## src/rtl/rmw_pkg.sv

```systemverilog
package rmw_pkg;
  typedef enum logic [2:0] {K_TEST, K_AND, K_XOR, K_OR, K_TSET, K_BAD} kind_e;
  typedef enum logic [2:0] {S_IDLE, S_READ, S_CALC, S_PAD, S_WRITE} state_e;

  function automatic kind_e decode_kind(input logic [15:0] w);
    if (w[15:12] == 4'h4 && w[7:0] == 8'h1B) return K_TSET;
    case (w[15:8])
      8'hCC:   return K_TEST;
      8'hCD:   return K_AND;
      8'hCE:   return K_XOR;
      8'hCF:   return K_OR;
      default: return K_BAD;
    endcase
  endfunction
endpackage

```

## src/rtl/rmw_decode.sv

```systemverilog
module rmw_decode
  import rmw_pkg::*;
#(
  parameter int AW = 32
) (
  input  logic [15:0]   word,
  input  logic [AW-1:0] idx,
  input  logic [AW-1:0] base,
  input  logic [AW-1:0] ptr,
  output kind_e         kind,
  output logic [7:0]    imm,
  output logic [AW-1:0] addr
);
  always_comb begin
    kind = decode_kind(word);
    imm  = word[7:0];
    addr = (kind == K_TSET) ? ptr : (idx + base);
  end
endmodule

```

## src/rtl/rmw_combine.sv

```systemverilog
module rmw_combine
  import rmw_pkg::*;
(
  input  kind_e      kind,
  input  logic [7:0] rd_byte,
  input  logic [7:0] imm,
  output logic [7:0] wr_byte,
  output logic       flag_val,
  output logic       flag_kind
);
  localparam logic [7:0] TOP_BIT = 8'h80;

  always_comb begin
    case (kind)
      K_AND:   wr_byte = rd_byte & imm;
      K_XOR:   wr_byte = rd_byte ^ imm;
      K_OR:    wr_byte = rd_byte | imm;
      K_TSET:  wr_byte = rd_byte | TOP_BIT;
      default: wr_byte = rd_byte;
    endcase
    flag_val  = (kind == K_TSET) ? (rd_byte == 8'h00) : ((rd_byte & imm) == 8'h00);
    flag_kind = (kind == K_TSET) || (kind == K_TEST);
  end
endmodule

```

## src/rtl/rmw_ctrl.sv

```systemverilog
module rmw_ctrl
  import rmw_pkg::*;
#(
  parameter int AW = 32
) (
  input  logic          clk,
  input  logic          rst_n,
  input  logic          op_valid,
  output logic          op_ready,
  input  kind_e         dec_kind,
  input  logic [7:0]    dec_imm,
  input  logic [AW-1:0] dec_addr,
  output logic [AW-1:0] bus_addr,
  output logic          bus_rd,
  output logic          bus_wr,
  input  logic [7:0]    bus_rdata,
  input  logic          bus_ready,
  output logic          bus_lock,
  output logic          busy,
  output logic          done,
  output kind_e         kind_q,
  output logic [7:0]    imm_q,
  output logic [7:0]    data_q
);
  state_e        state_q, state_d;
  logic [AW-1:0] addr_q;

  always_comb begin
    state_d = state_q;
    case (state_q)
      S_IDLE:  if (op_valid) state_d = (dec_kind == K_BAD) ? S_PAD : S_READ;
      S_READ:  if (bus_ready) state_d = S_CALC;
      S_CALC:  state_d = (kind_q == K_TEST || kind_q == K_TSET) ? S_PAD : S_WRITE;
      S_PAD:   state_d = (kind_q == K_TSET) ? S_WRITE : S_IDLE;
      S_WRITE: if (bus_ready) state_d = S_IDLE;
      default: state_d = S_IDLE;
    endcase
  end

  always_ff @(posedge clk) begin
    if (!rst_n) begin
      state_q <= S_IDLE;
      kind_q  <= K_BAD;
      imm_q   <= '0;
      addr_q  <= '0;
      data_q  <= '0;
    end else begin
      state_q <= state_d;
      if (state_q == S_IDLE && op_valid) begin
        kind_q <= dec_kind;
        imm_q  <= dec_imm;
        addr_q <= dec_addr;
      end
      if (state_q == S_READ && bus_ready) data_q <= bus_rdata;
    end
  end

  always_comb begin
    busy     = (state_q != S_IDLE);
    op_ready = (state_q == S_IDLE);
    bus_rd   = (state_q == S_READ);
    bus_wr   = (state_q == S_WRITE);
    bus_addr = addr_q;
    bus_lock = busy && (kind_q == K_TSET);
    done     = (state_q == S_WRITE && bus_ready) || (state_q == S_PAD && kind_q != K_TSET);
  end

  p_excl_r8: assert property (@(posedge clk) disable iff (!rst_n) !(bus_rd && bus_wr));
  p_rd_hold_r8: assert property (@(posedge clk) disable iff (!rst_n)
    bus_rd && !bus_ready |=> bus_rd && $stable(bus_addr));
  p_wr_hold_r8: assert property (@(posedge clk) disable iff (!rst_n)
    bus_wr && !bus_ready |=> bus_wr && $stable(bus_addr));
  p_lock_hold_r6: assert property (@(posedge clk) disable iff (!rst_n)
    bus_lock && !done |=> bus_lock);
  p_test_nowr_r3: assert property (@(posedge clk) disable iff (!rst_n)
    busy && kind_q == K_TEST |-> !bus_wr);
  p_accept_r9: assert property (@(posedge clk) disable iff (!rst_n)
    op_valid && op_ready |=> busy);
  p_done_end_r5: assert property (@(posedge clk) disable iff (!rst_n)
    done |=> !busy);
endmodule

```

## src/rtl/rmw_byte_seq.sv

```systemverilog
module rmw_byte_seq
  import rmw_pkg::*;
#(
  parameter int AW = 32
) (
  input  logic          clk,
  input  logic          rst_n,
  input  logic          op_valid,
  output logic          op_ready,
  input  logic [15:0]   op_code,
  input  logic [AW-1:0] op_idx,
  input  logic [AW-1:0] op_base,
  input  logic [AW-1:0] op_ptr,
  output logic [AW-1:0] bus_addr,
  output logic          bus_rd,
  output logic          bus_wr,
  output logic [7:0]    bus_wdata,
  input  logic [7:0]    bus_rdata,
  input  logic          bus_ready,
  output logic          bus_lock,
  output logic          busy,
  output logic          done,
  output logic          flag_we,
  output logic          flag_val
);
  kind_e         dec_kind, kind_q;
  logic [7:0]    dec_imm, imm_q, data_q;
  logic [AW-1:0] dec_addr;
  logic          flag_kind;

  rmw_decode #(.AW(AW)) u_dec (
    .word(op_code), .idx(op_idx), .base(op_base), .ptr(op_ptr),
    .kind(dec_kind), .imm(dec_imm), .addr(dec_addr)
  );

  rmw_ctrl #(.AW(AW)) u_ctrl (
    .clk(clk), .rst_n(rst_n), .op_valid(op_valid), .op_ready(op_ready),
    .dec_kind(dec_kind), .dec_imm(dec_imm), .dec_addr(dec_addr),
    .bus_addr(bus_addr), .bus_rd(bus_rd), .bus_wr(bus_wr),
    .bus_rdata(bus_rdata), .bus_ready(bus_ready), .bus_lock(bus_lock),
    .busy(busy), .done(done), .kind_q(kind_q), .imm_q(imm_q), .data_q(data_q)
  );

  rmw_combine u_comb (
    .kind(kind_q), .rd_byte(data_q), .imm(imm_q),
    .wr_byte(bus_wdata), .flag_val(flag_val), .flag_kind(flag_kind)
  );

  assign flag_we = done && flag_kind;

  p_tset_msb_r4: assert property (@(posedge clk) disable iff (!rst_n)
    bus_wr && bus_lock |-> bus_wdata[7]);
  p_wdata_hold_r8: assert property (@(posedge clk) disable iff (!rst_n)
    bus_wr && !bus_ready |=> $stable(bus_wdata));
  p_flag_at_done_r7: assert property (@(posedge clk) disable iff (!rst_n)
    flag_we |-> done);
  p_ready_idle_r9: assert property (@(posedge clk) disable iff (!rst_n)
    op_ready == !busy);
endmodule

```

## config.mk

```make
export PLATFORM = sky130hd
export DESIGN_NAME = rmw_byte_seq
export DESIGN_NICKNAME = d
export VERILOG_FILES = /design/src/rtl/rmw_pkg.sv /design/src/rtl/rmw_decode.sv /design/src/rtl/rmw_combine.sv /design/src/rtl/rmw_ctrl.sv /design/src/rtl/rmw_byte_seq.sv
export SDC_FILE = /design/constraint.sdc
export NUM_CORES = 1
export LEC_CHECK = 0
export BUFFER_PORTS_ARGS = -buffer_cell sky130_fd_sc_hd__buf_2
export CORE_MARGIN = 2
export CORE_UTILIZATION = 40
export DETAILED_ROUTE_END_ITERATION = 8
export PLACE_DENSITY = 0.66
export SLEW_MARGIN = 5
export SYNTH_ARGS = -nofsm -noshare
export SYNTH_HDL_FRONTEND = slang
export SYNTH_HIERARCHICAL = 1
export SYNTH_SLANG_ARGS = --single-unit
```

## constraint.sdc

```tcl
create_clock -name clk -period 6.5 [get_ports clk]
set_input_delay 0.975 -clock clk [delete_from_list [all_inputs] [get_ports clk]]
set_output_delay 0.975 -clock clk [all_outputs]
set_load 0.005 [all_outputs]
```

==> metrics.txt, run 1 <==
# DRC 0; H-tree depth 2; first-pass GRT wire length about 26 mm; gpl congestion 0.898; antenna cells 0; Register Area 1080 µm²; largest family of logic cells by synthesized area simple AND/OR/NAND/NOR gates; layout cells sized above 1 24.6%; actual slew at the worst max-slew pin between 1 and 1.5 ns; met3 usage under 10%; Synth Warn # 6; Syn Nets 893; f_max approximately 300 MHz; routed wire length ~16 mm; Setup Skew about 0.011 ns; relative slew slack around a quarter; VDD IR max between 0.1 and 0.15 mV; EDFF count, synth 0; CP endpoint kind register; met2 Track Usage GR about 40%; total CTS buffers 5; post-route ant nets 0; Post-Syn Area approximately 5100 µm²; Congestion Overflow GR 0; Ports 172; Hold Path Class register to register; DIE AREA roughly 14000 µm²; number of DRC markers in iteration 0 around 380; crit path max-delay cell type a21oi_1; NumNets Final 1022; Finish-stage setup viols 0; outcome finished clean; crit path kind input pin to register; Crit path max-delay family compound AO/OA/AOI/OAI gates; Tcrit/Tclk final between 50% and 60%; Syn-to-layout area delta 17.9%; final hold vios 0; setup repair bufs after CTS 0; largest net degree at the start of global routing 45; final core utilization approximately half; Rows between 40 and 50; root buf cell clkbuf_16; FFs w/ async S/R, synth 0%; DP Cell Count approximately 1000; Filler cells between 1000 and 1500; Detail Placement HPWL 12.0 mm; Post-DP Area around 5900 µm²; most frequent cells in the layout 171 x buf_2, 155 x nand2_1, 100 x a21oi_1; synthesized instance count between 700 and 800; Distinct cells, synth between 70 and 80; FF+latch count, synth 54; clk_lat worst skew between 0.3 and 0.4 ns; Resized Gates After CTS 0; Crit path top cell by count a21oi_1; GRT Total Usage between 20 and 25%; static leakage 2.73 nW; footprint of the multi-input gates between 3000 and 4000 µm²; vias post-DR 5531; slowest stage delay, CP about 0.53 ns; layer with the highest usage met2; initial core utilization ~41%; Req. time, crit path about 6.7 ns; CTS tree yes; non-filler instance count after layout between 1000 and 1500; Reg clk slew, reported paths roughly 0.080 ns; syn avg cell area a little over 7 µm²; minimum clock period about 3.3 ns; crit path DAT 3.59 ns; Core ar. roughly 13000 µm²; worst-path maximum fanout 4; Seq/Total Area, Yosys between 20% and 30%; commonest non-fill, non-tap cell in the layout buf_2; chip height between 100 and 150 µm; CTS Hold Buffers Added 0; Die Width about 120 µm; complex-gate fraction of the synthesized area between 20 and 30%; mux cell area share after synthesis less than 1%; Via density about 5.4; Final Max Tran Viols 0; Synth Area in Adders 11.8%; WP buf/inv 1; pwr/cell area a little over 200 nW/µm²; Fin Setup TNS 0 ns; dominant synthesized flop cell dfxtp_1; detailed-route wire length per cell 15.5 µm; met1 usage approximately 30%; clk buf depth 2; clock sink total 54; simple-gate share of the synthesized area between 20 and 30%; Post-Layout Inst Area ~6100 µm²; Max-cap violations 0; Initial DRT Pass Iterations 5; unrepaired setup endpoints after global routing false; worst path cell trace buf_2 > ha_1 > fa_1 > a211oi_1 > o211ai_1 > a21oi_1 > nor4b_1 > a31oi_1 > nor3b_1 > nand2_1 > a21oi_1; startpoint class of the critical path input pin; Port Buffers ~170; vias in the first global route 5181; Synth Area in XOR/XNOR under 10%; initial antenna violation count 0
==> per-stage QoR <==
stage | power (mW) | worst slack (ns) | hold WS (ns)
global route | 1.34 | 2.95 | 0.474
global placement | 0.951 | 2.92 | 0.441
CTS | 1.25 | 3.22 | 0.454
finish | 1.24 | 3.16 | 0.451
floorplan | 0.810 | 3.49 | 0.453
detailed placement | 0.952 | 2.92 | 0.443
==> cell families (layout without fill, tap and decap cells) <==
logic type / count (synthesis) / after routing
buffers and inverters: 76 / 206
DFF: 54 / 54
xor gates and xnor gates: 19 / 19
and+or+nand+nor: 299 / 299
AOI/OAI and AO/OA: 221 / 221
adders and majority gates: 48 / 48
muxes: 4 / 4
==> state kept, by name, summed over array words and instances, names as in the netlist <==
| register | flops |
|---|---|
| u_ctrl/kind_q | 3 |
| u_ctrl/state_q | 3 |
| u_ctrl/imm_q | 8 |
| u_ctrl/data_q | 8 |
| u_ctrl/bus_addr | 32 |
==> final timing paths <==
path	start	to	slack, ns	cells past startpoint
max	op_idx[0]	u_ctrl/bus_addr[28]	3.16	11
min	u_ctrl/bus_addr[6]	u_ctrl/bus_addr[6]	0.45	2
min reg2reg	u_ctrl/bus_addr[6]	u_ctrl/bus_addr[6]	0.45	2
max reg2reg	u_ctrl/state_q[0]	u_ctrl/bus_addr[4]	4.78	3
==> power by group <==
| group | internal (mW) | switching, mW |
|---|---|---|
| registers | 0.376 | 0.0516 |
| logic | 0.229 | 0.293 |
| clock network | 0.148 | 0.146 |
| total | 0.753 | 0.491 |
==> worst min-delay path: stages (launching register included) <==
cell and delay (ns):
dfxtp_1 0.31, nand2_1 0.05, a21oi_1 0.05
==> area by class of cell <==
cell class | count | share of cell area [%]
clock inverters | 3 | 0.475
inverters | 22 | 1.36
repair buffers | 176 | 14.7
flip-flops and latches | 54 | 17.8
clock buffers | 5 | 2.07
multi-input cells | 591 | 60.0
well taps | 172 | 3.55
==> synthesized netlist by cell type (all sizes together) (3+ instances only) <==
cell type / count / area [µm²]
nand2: 155 / 582
a21oi: 107 / 562
dfxtp: 54 / 1080
nor2: 51 / 191
ha: 47 / 588
o21ai: 42 / 214
buf: 38 / 290
inv: 21 / 78.8
nand4: 17 / 113
clkbuf: 16 / 60.1
nand3: 13 / 70.1
xnor2: 12 / 105
a21o: 10 / 75.1
nor4: 9 / 56.3
a211oi: 8 / 75.1
nor3: 8 / 40.0
o31ai: 8 / 60.1
xor2: 7 / 61.3
a221oi: 6 / 52.6
a31oi: 6 / 43.8
o211ai: 6 / 55.1
or3b: 6 / 52.6
nor3b: 5 / 37.5
or2: 5 / 31.3
nor2b: 4 / 25.0
or3: 4 / 25.0
a2111oi: 3 / 35.0
a311oi: 3 / 26.3
mux2i: 3 / 30.0
nand2b: 3 / 18.8
nor4b: 3 / 41.3
nor4bb: 3 / 30.0
o21a: 3 / 22.5
o21bai: 3 / 22.5
o22ai: 3 / 25.0
or4: 3 / 26.3
==> layer usage <==
metal	share of wire, %	up-vias
met5	0	-
met4	1.5	0
met3	5.8	15
met2	48	179
met1	45	2509
li1	-	2828
Power figures use the tool's default switching activity.
==> run 2, diff against run 1 <==
ABC_AREA = 1   (was unset)
PLACE_DENSITY = unset   (was 0.66)
clock period = 3.4 ns   (was 6.5 ns; I/O delays follow)
==> metrics.txt, run 2 <==
outcome finished clean; Sw Share 43.1% (+3.7 points); sw power 1.34 mW (+170%); layout cells sized above 1 18.3% (-6.2 points); minimum clock period about 2.2 ns; final core utilization 48.2% (about the same); CTS tree yes; chip height 122 µm (+3.9%); slowest stage delay, CP 0.67 ns (+0.14 ns); Rows 43 (+4.9%); Detail Placement HPWL 13.7 mm (+14%); count leader, synth nand2_1; Port Buffers 171 (unchanged); Crit path top cell by count nand2_1; Ports 172 (unchanged); GRT Total Usage 22.9% (+0.041 points); final hold vios 0 (unchanged); Initial DRT Pass Iterations 5 (unchanged); relative slew slack 42.2% (+17 points); actual slew at the worst max-slew pin 0.868 ns (-0.253 ns); Via density 4.76 (-12%); largest net degree at the start of global routing 54 (+20%); gpl congestion 0.914 (+1.8%); EDFF count, synth 0 (unchanged); routed wire length 16.9 mm (+6.4%); WP buf/inv 2 (+1); CTS Hold Buffers Added 0 (unchanged); Syn Nets 1139 (+28%); Post-Syn Area 5560 µm² (+8.2%); initial core utilization 40.5% (-0.36 points); Yosys top cell area share 20.7% (-0.38 points); f_max approximately 450 MHz; Cell Int Power 1.77 mW (+130%); Req. time, crit path 2.89 ns (-3.85 ns); Die Width 122 µm (+3.9%); Crit path max-delay family flip-flops; Finish-stage setup viols 0 (unchanged); Distinct cells, synth 40 (-46%); hold path cells 3 (+1); VDD IR max 0.224 mV (+100%); root buf cell clkbuf_16; Seq/Total Area, Yosys 19.4% (-1.6 points); vias post-DR 6181 (+12%); startpoint class of the critical path register; number of DRC markers in iteration 0 363 (-5.0%); clk buf depth 2 (unchanged); dominant synthesized flop cell dfxtp_1; Syn-to-layout area delta 19.0%; area leader, netlist nand2_1; Hold Path Class input pin to register; first-pass GRT wire length 27.5 mm (+5.5%); DIE AREA 14900 µm² (+7.9%); clock share of power 19.1% (-4.6 points); # DRC 0 (unchanged); detailed-route wire length per cell 13.0 µm (-16%); CP endpoint kind output pin; pwr/cell area 469 nW/µm² (+130%); Synth Warn # 6 (unchanged); worst-path maximum fanout 14 (+10); commonest non-fill, non-tap cell in the layout nand2_1; unrepaired setup endpoints after global routing false; Final Max Tran Viols 0 (unchanged); Combinational Power Share 48.6% (+6.7 points); FFs w/ async S/R, synth 0% (unchanged); main area contributors after synthesis nand2_1 21%, dfxtp_1 19%, ha_1 11%; Fin Setup TNS 0 ns (unchanged); H-tree depth 2 (unchanged); crit path max-delay cell type dfxtp_1; Reg clk slew, reported paths 0.07 ns (about the same); crit path DAT 1.69 ns (-1.90 ns); antenna cells 0 (unchanged); worst path cell trace nor2_1 > nand2_1 > nand3_1 > o21ai_0 > nand2_1 > inv_1 > buf_2; Tcrit/Tclk final ~65%; most frequent cells in the layout 306 x nand2_1, 171 x buf_2, 153 x nor2_1; clock sink total 54 (unchanged); Hold WS 0.435 ns (-0.0164 ns); Setup Skew 0.00443 ns (-0.00694 ns); Congestion Overflow GR 0 (unchanged); setup repair bufs after CTS 0 (unchanged); part of the power in registers 32.3% (-2.1 points); FF+latch count, synth 54 (unchanged); static leakage 3.89 nW (+42%); R2R cell count 6 (+3); syn avg cell area 5.75 µm² (-19%); initial antenna violation count 0 (unchanged); post-route ant nets 0 (unchanged); Core ar. 13700 µm² (+9.2%); WP depth 7 (-4); Max-cap violations 0 (unchanged); crit path kind register to output pin; Largest register FFs 32 (unchanged); vias in the first global route 5661 (+9.3%); synthesized instance count 967 (+34%); NumNets Final 1290 (+26%); total CTS buffers 5 (unchanged); clk_lat worst skew 0.29 ns (-0.02 ns); Filler cells 1547 (+13%); Post-synth top cells 306 x nand2_1, 153 x nor2_1, 151 x inv_1, 60 x nand3_1, 60 x o21ai_0; Resized Gates After CTS 0 (unchanged)
## run 2: cell types whose count changed after synthesis, sizes merged, moves of 24 or more
cell   delta
a21oi    -86
o21ai    +24
nand3    +50
nand2   +156
nor2    +109
inv     +135
## run 2: power by group through the flow
stage / Sequential, mW / Combinational (mW) / Clock (mW)
6_report: 1.00 / 1.51 / 0.592
5_1_grt: 1.03 / 1.75 / 0.626
4_1_cts: 1.00 / 1.52 / 0.605
3_5_place_dp: 1.02 / 1.52 / 0
3_3_place_gp: 1.02 / 1.51 / 0
2_1_floorplan: 0.979 / 1.04 / 0
## run 2: final cells by class
cell class	instances	area, µm²	area share (%)
clock inverters	1	30.0	0.454
multi-input cells	729	3690	55.8
well taps	180	225	3.40
repair buffers	171	856	12.9
clock buffers	6	139	2.10
inverters	157	593	8.96
flip-flops and latches	54	1080	16.3
## run 2: worst reg2reg max path, cell delays in order, from the launching register on
cell,delay (ns)
dfxtp_1,0.38
nor2_4,0.17
nand2_4,0.10
nor2_8,0.43
inv_2,0.47
nand2_1,0.19
o211ai_2,0.08
## run 2: per-stage QoR
step,instances,power [mW],worst slack (ns),cell area [µm²]
after detailed placement,1291,2.53,0.947,6450
after global placement,1291,2.52,0.981,6450
final,1298,3.10,1.20,6620
after CTS,1298,3.13,1.20,6620
after floorplan,967,2.02,1.31,5560
after global routing,1298,3.41,1.05,6620
## run 2: worst paths after layout
check | startpoint | end | slack, ns
min | bus_rdata[0] | u_ctrl/data_q[0] | 0.44
min reg2reg | u_ctrl/bus_addr[21] | u_ctrl/bus_addr[21] | 0.51
max reg2reg | u_ctrl/state_q[1] | u_ctrl/kind_q[2] | 1.43
max | u_ctrl/kind_q[0] | flag_we | 1.20
## run 2: logic make-up after synthesis
| group | Yosys count | share of synthesized area, % |
|---|---|---|
| adders and majority gates | 48 | 10.9 |
| buffers and inverters | 184 | 14.2 |
| xor gates and xnor gates | 16 | 2.52 |
| DFF | 54 | 19.4 |
| and+or+nand+nor | 572 | 44.1 |
| AOI/OAI and AO/OA | 93 | 8.86 |
## run 2: per-layer routing
layer / vias to the layer above / part of all wire [%] / global-route usage (%)
met5: - / 0 / 0
met4: 0 / 1.7 / 4.38
met3: 14 / 5.4 / 2.81
met2: 160 / 44 / 38.1
met1: 2701 / 49 / 32.0
li1: 3306 / - / -
==> run 3, diff against run 2 <==
clock period = 2.2 ns   (was 3.4 ns; I/O delays follow)
==> metrics.txt, run 3 (synthesis gave the netlist of run 2 again) <==
CTS tree yes; first-pass GRT wire length 27.2 mm (-1.0%); crit path DAT 1.58 ns (-0.11 ns); Via density 4.68 (-1.7%); final core utilization 49.0% (+0.82 points); R2R Setup Slk 0.59 ns (-0.84 ns); Initial DRT Pass Iterations 5 (unchanged); minimum clock period roughly 1.9 ns; initial core utilization 40.5% (unchanged); Hold Path End u_ctrl/data_q[0]; clk_lat worst skew 0.29 ns (about the same); Final Max Tran Viols 0 (unchanged); Combinational Power Share 50.4% (+1.8 points); setup repair bufs after CTS 0 (unchanged); Reg-to-Reg Start u_ctrl/state_q[2]; routed wire length 17.1 mm (+1.0%); Setup Skew 0.00414 ns (-0.000291 ns); pre-CTS setup slack 0.0219 ns (-0.926 ns); sw power 2.11 mW (+58%); Max-cap violations 0 (unchanged); clock sink total 54 (unchanged); root buf cell clkbuf_16; number of DRC markers in iteration 0 321 (-12%); gpl congestion 0.908 (-0.71%); Largest register FFs 32 (unchanged); actual slew at the worst max-slew pin 0.809 ns (-0.0582 ns); CP endpoint kind output pin; Req. time, crit path 1.87 ns (-1.02 ns); vias post-DR 6165 (-0.26%); Ports 172 (unchanged); met3 usage 2.81% (unchanged); R2R cell count 6 (unchanged); final hold vios 0 (unchanged); largest net degree at the start of global routing 45 (-17%); RR Endpoint u_ctrl/bus_addr[9]; H-tree depth 2 (unchanged); # DRC 0 (unchanged); Die Width 122 µm (unchanged); worst-path maximum fanout 8 (-6); Congestion Overflow GR 0 (unchanged); post-route ant nets 0 (unchanged); Crit. Startpoint u_ctrl/kind_q[0]; Cell Int Power 2.63 mW (+49%); Syn-to-layout area delta 21.0%; Hold Path Class input pin to register; pwr/cell area 704 nW/µm² (+50%); crit path kind register to output pin; most frequent cells in the layout 306 x nand2_1, 171 x buf_2, 153 x nor2_1; Reg clk slew, reported paths 0.07 ns (about the same); hold path cells 3 (unchanged); relative slew slack 46.0% (+3.8 points); Detail Placement HPWL 14.0 mm (+2.2%); antenna cells 0 (unchanged); Tcrit/Tclk final 86.6%; Post-DP Area 6580 µm² (+2.1%); clock share of power 17.0% (-2.1 points); GRT Total Usage 23.0% (+0.090 points); static leakage 3.96 nW (+1.9%); chip height 122 µm (unchanged); total CTS buffers 5 (unchanged); Port Buffers 171 (unchanged); Fin Setup TNS 0 ns (unchanged); Post-Layout Inst Area 6730 µm² (+1.7%); VDD IR max 0.322 mV (+44%); startpoint class of the critical path register; DIE AREA 14900 µm² (unchanged); met1 usage 31.9% (-0.069 points); f_max 525 MHz; layout cells sized above 1 19.7% (+1.4 points); unrepaired setup endpoints after global routing false; layer with the highest usage met2; detailed-route wire length per cell 13.0 µm (-0.42%); NumNets Final 1308 (+1.4%); commonest non-fill, non-tap cell in the layout nand2_1; clk buf depth 2 (unchanged); Sw Share 44.5% (+1.4 points); hold_sp bus_rdata[0]; outcome finished clean; Resized Gates After CTS 0 (unchanged); part of the power in registers 32.6% (+0.3 points); met2 Track Usage GR 38.6% (+0.49 points); worst setup margin 0.294 ns (-0.904 ns); CTS Hold Buffers Added 0 (unchanged); Core ar. 13700 µm² (unchanged); Rows 43 (unchanged); initial antenna violation count 0 (unchanged); vias in the first global route 5644 (-0.30%); Finish-stage setup viols 0 (unchanged)
==> run 3: cell types whose count changed in the layout (fill, tap and decap cells not counted) <==
cell / before / now
buf_4: 0 / 18
bufinv_16: 1 / 0
clkbuf_8: 1 / 0
clkinv_2: 1 / 2
clkinv_4: 0 / 1
clkinvlp_4: 0 / 1
==> run 3: through the flow <==
step	power, mW	instances	hold slack, ns
2_1_floorplan	3.12	967	0.465
4_1_cts	4.78	1317	0.250
3_3_place_gp	3.96	1309	0.490
3_5_place_dp	3.97	1309	0.494
6_report	4.74	1317	0.254
5_1_grt	5.19	1317	0.281
==> run 3: worst max path at each step <==
| stage | end | slack (ns) | cells after the start |
|---|---|---|---|
| after CTS | flag_we | 0.28 | 7 |
| after global routing | u_ctrl/bus_addr[25] | 0.13 | 15 |
| after global placement | u_ctrl/bus_addr[22] | 0.05 | 13 |
| final | flag_we | 0.29 | 7 |
| after floorplan | u_ctrl/bus_addr[16] | 0.29 | 13 |
| after detailed placement | u_ctrl/bus_addr[20] | 0.02 | 13 |
==> run 3: routing by layer <==
metal  up-vias  part of all wire, %
li1       3346                    -
met5         -                    0
met3        10                  5.6
met2       159                   45
met1      2650                   48
met4         0                 0.93
==> run 3: worst max-delay path, stage by stage (launching register included) <==
cell and delay, ns:
dfxtp_1 0.42, nor2_1 0.27, nand2_1 0.15, nand3_1 0.09, o21ai_0 0.12, nand2_1 0.09
inv_1 0.03, buf_2 0.11
==> run 3: cell type report <==
class | instances | area, µm²
clock buffers | 5 | 125
clock inverters | 3 | 21.3
fillers | 1565 | 6990
inverters | 157 | 593
multi-input cells | 729 | 3690
flip-flops and latches | 54 | 1080
well taps | 180 | 225
repair buffers | 189 | 991
==> run 3: power by group through the flow <==
stage | registers [mW] | clock network (mW) | logic (mW)
6_report | 1.54 | 0.806 | 2.39
5_1_grt | 1.59 | 0.856 | 2.75
4_1_cts | 1.55 | 0.822 | 2.41
3_5_place_dp | 1.57 | 0 | 2.40
3_3_place_gp | 1.57 | 0 | 2.39
2_1_floorplan | 1.51 | 0 | 1.60
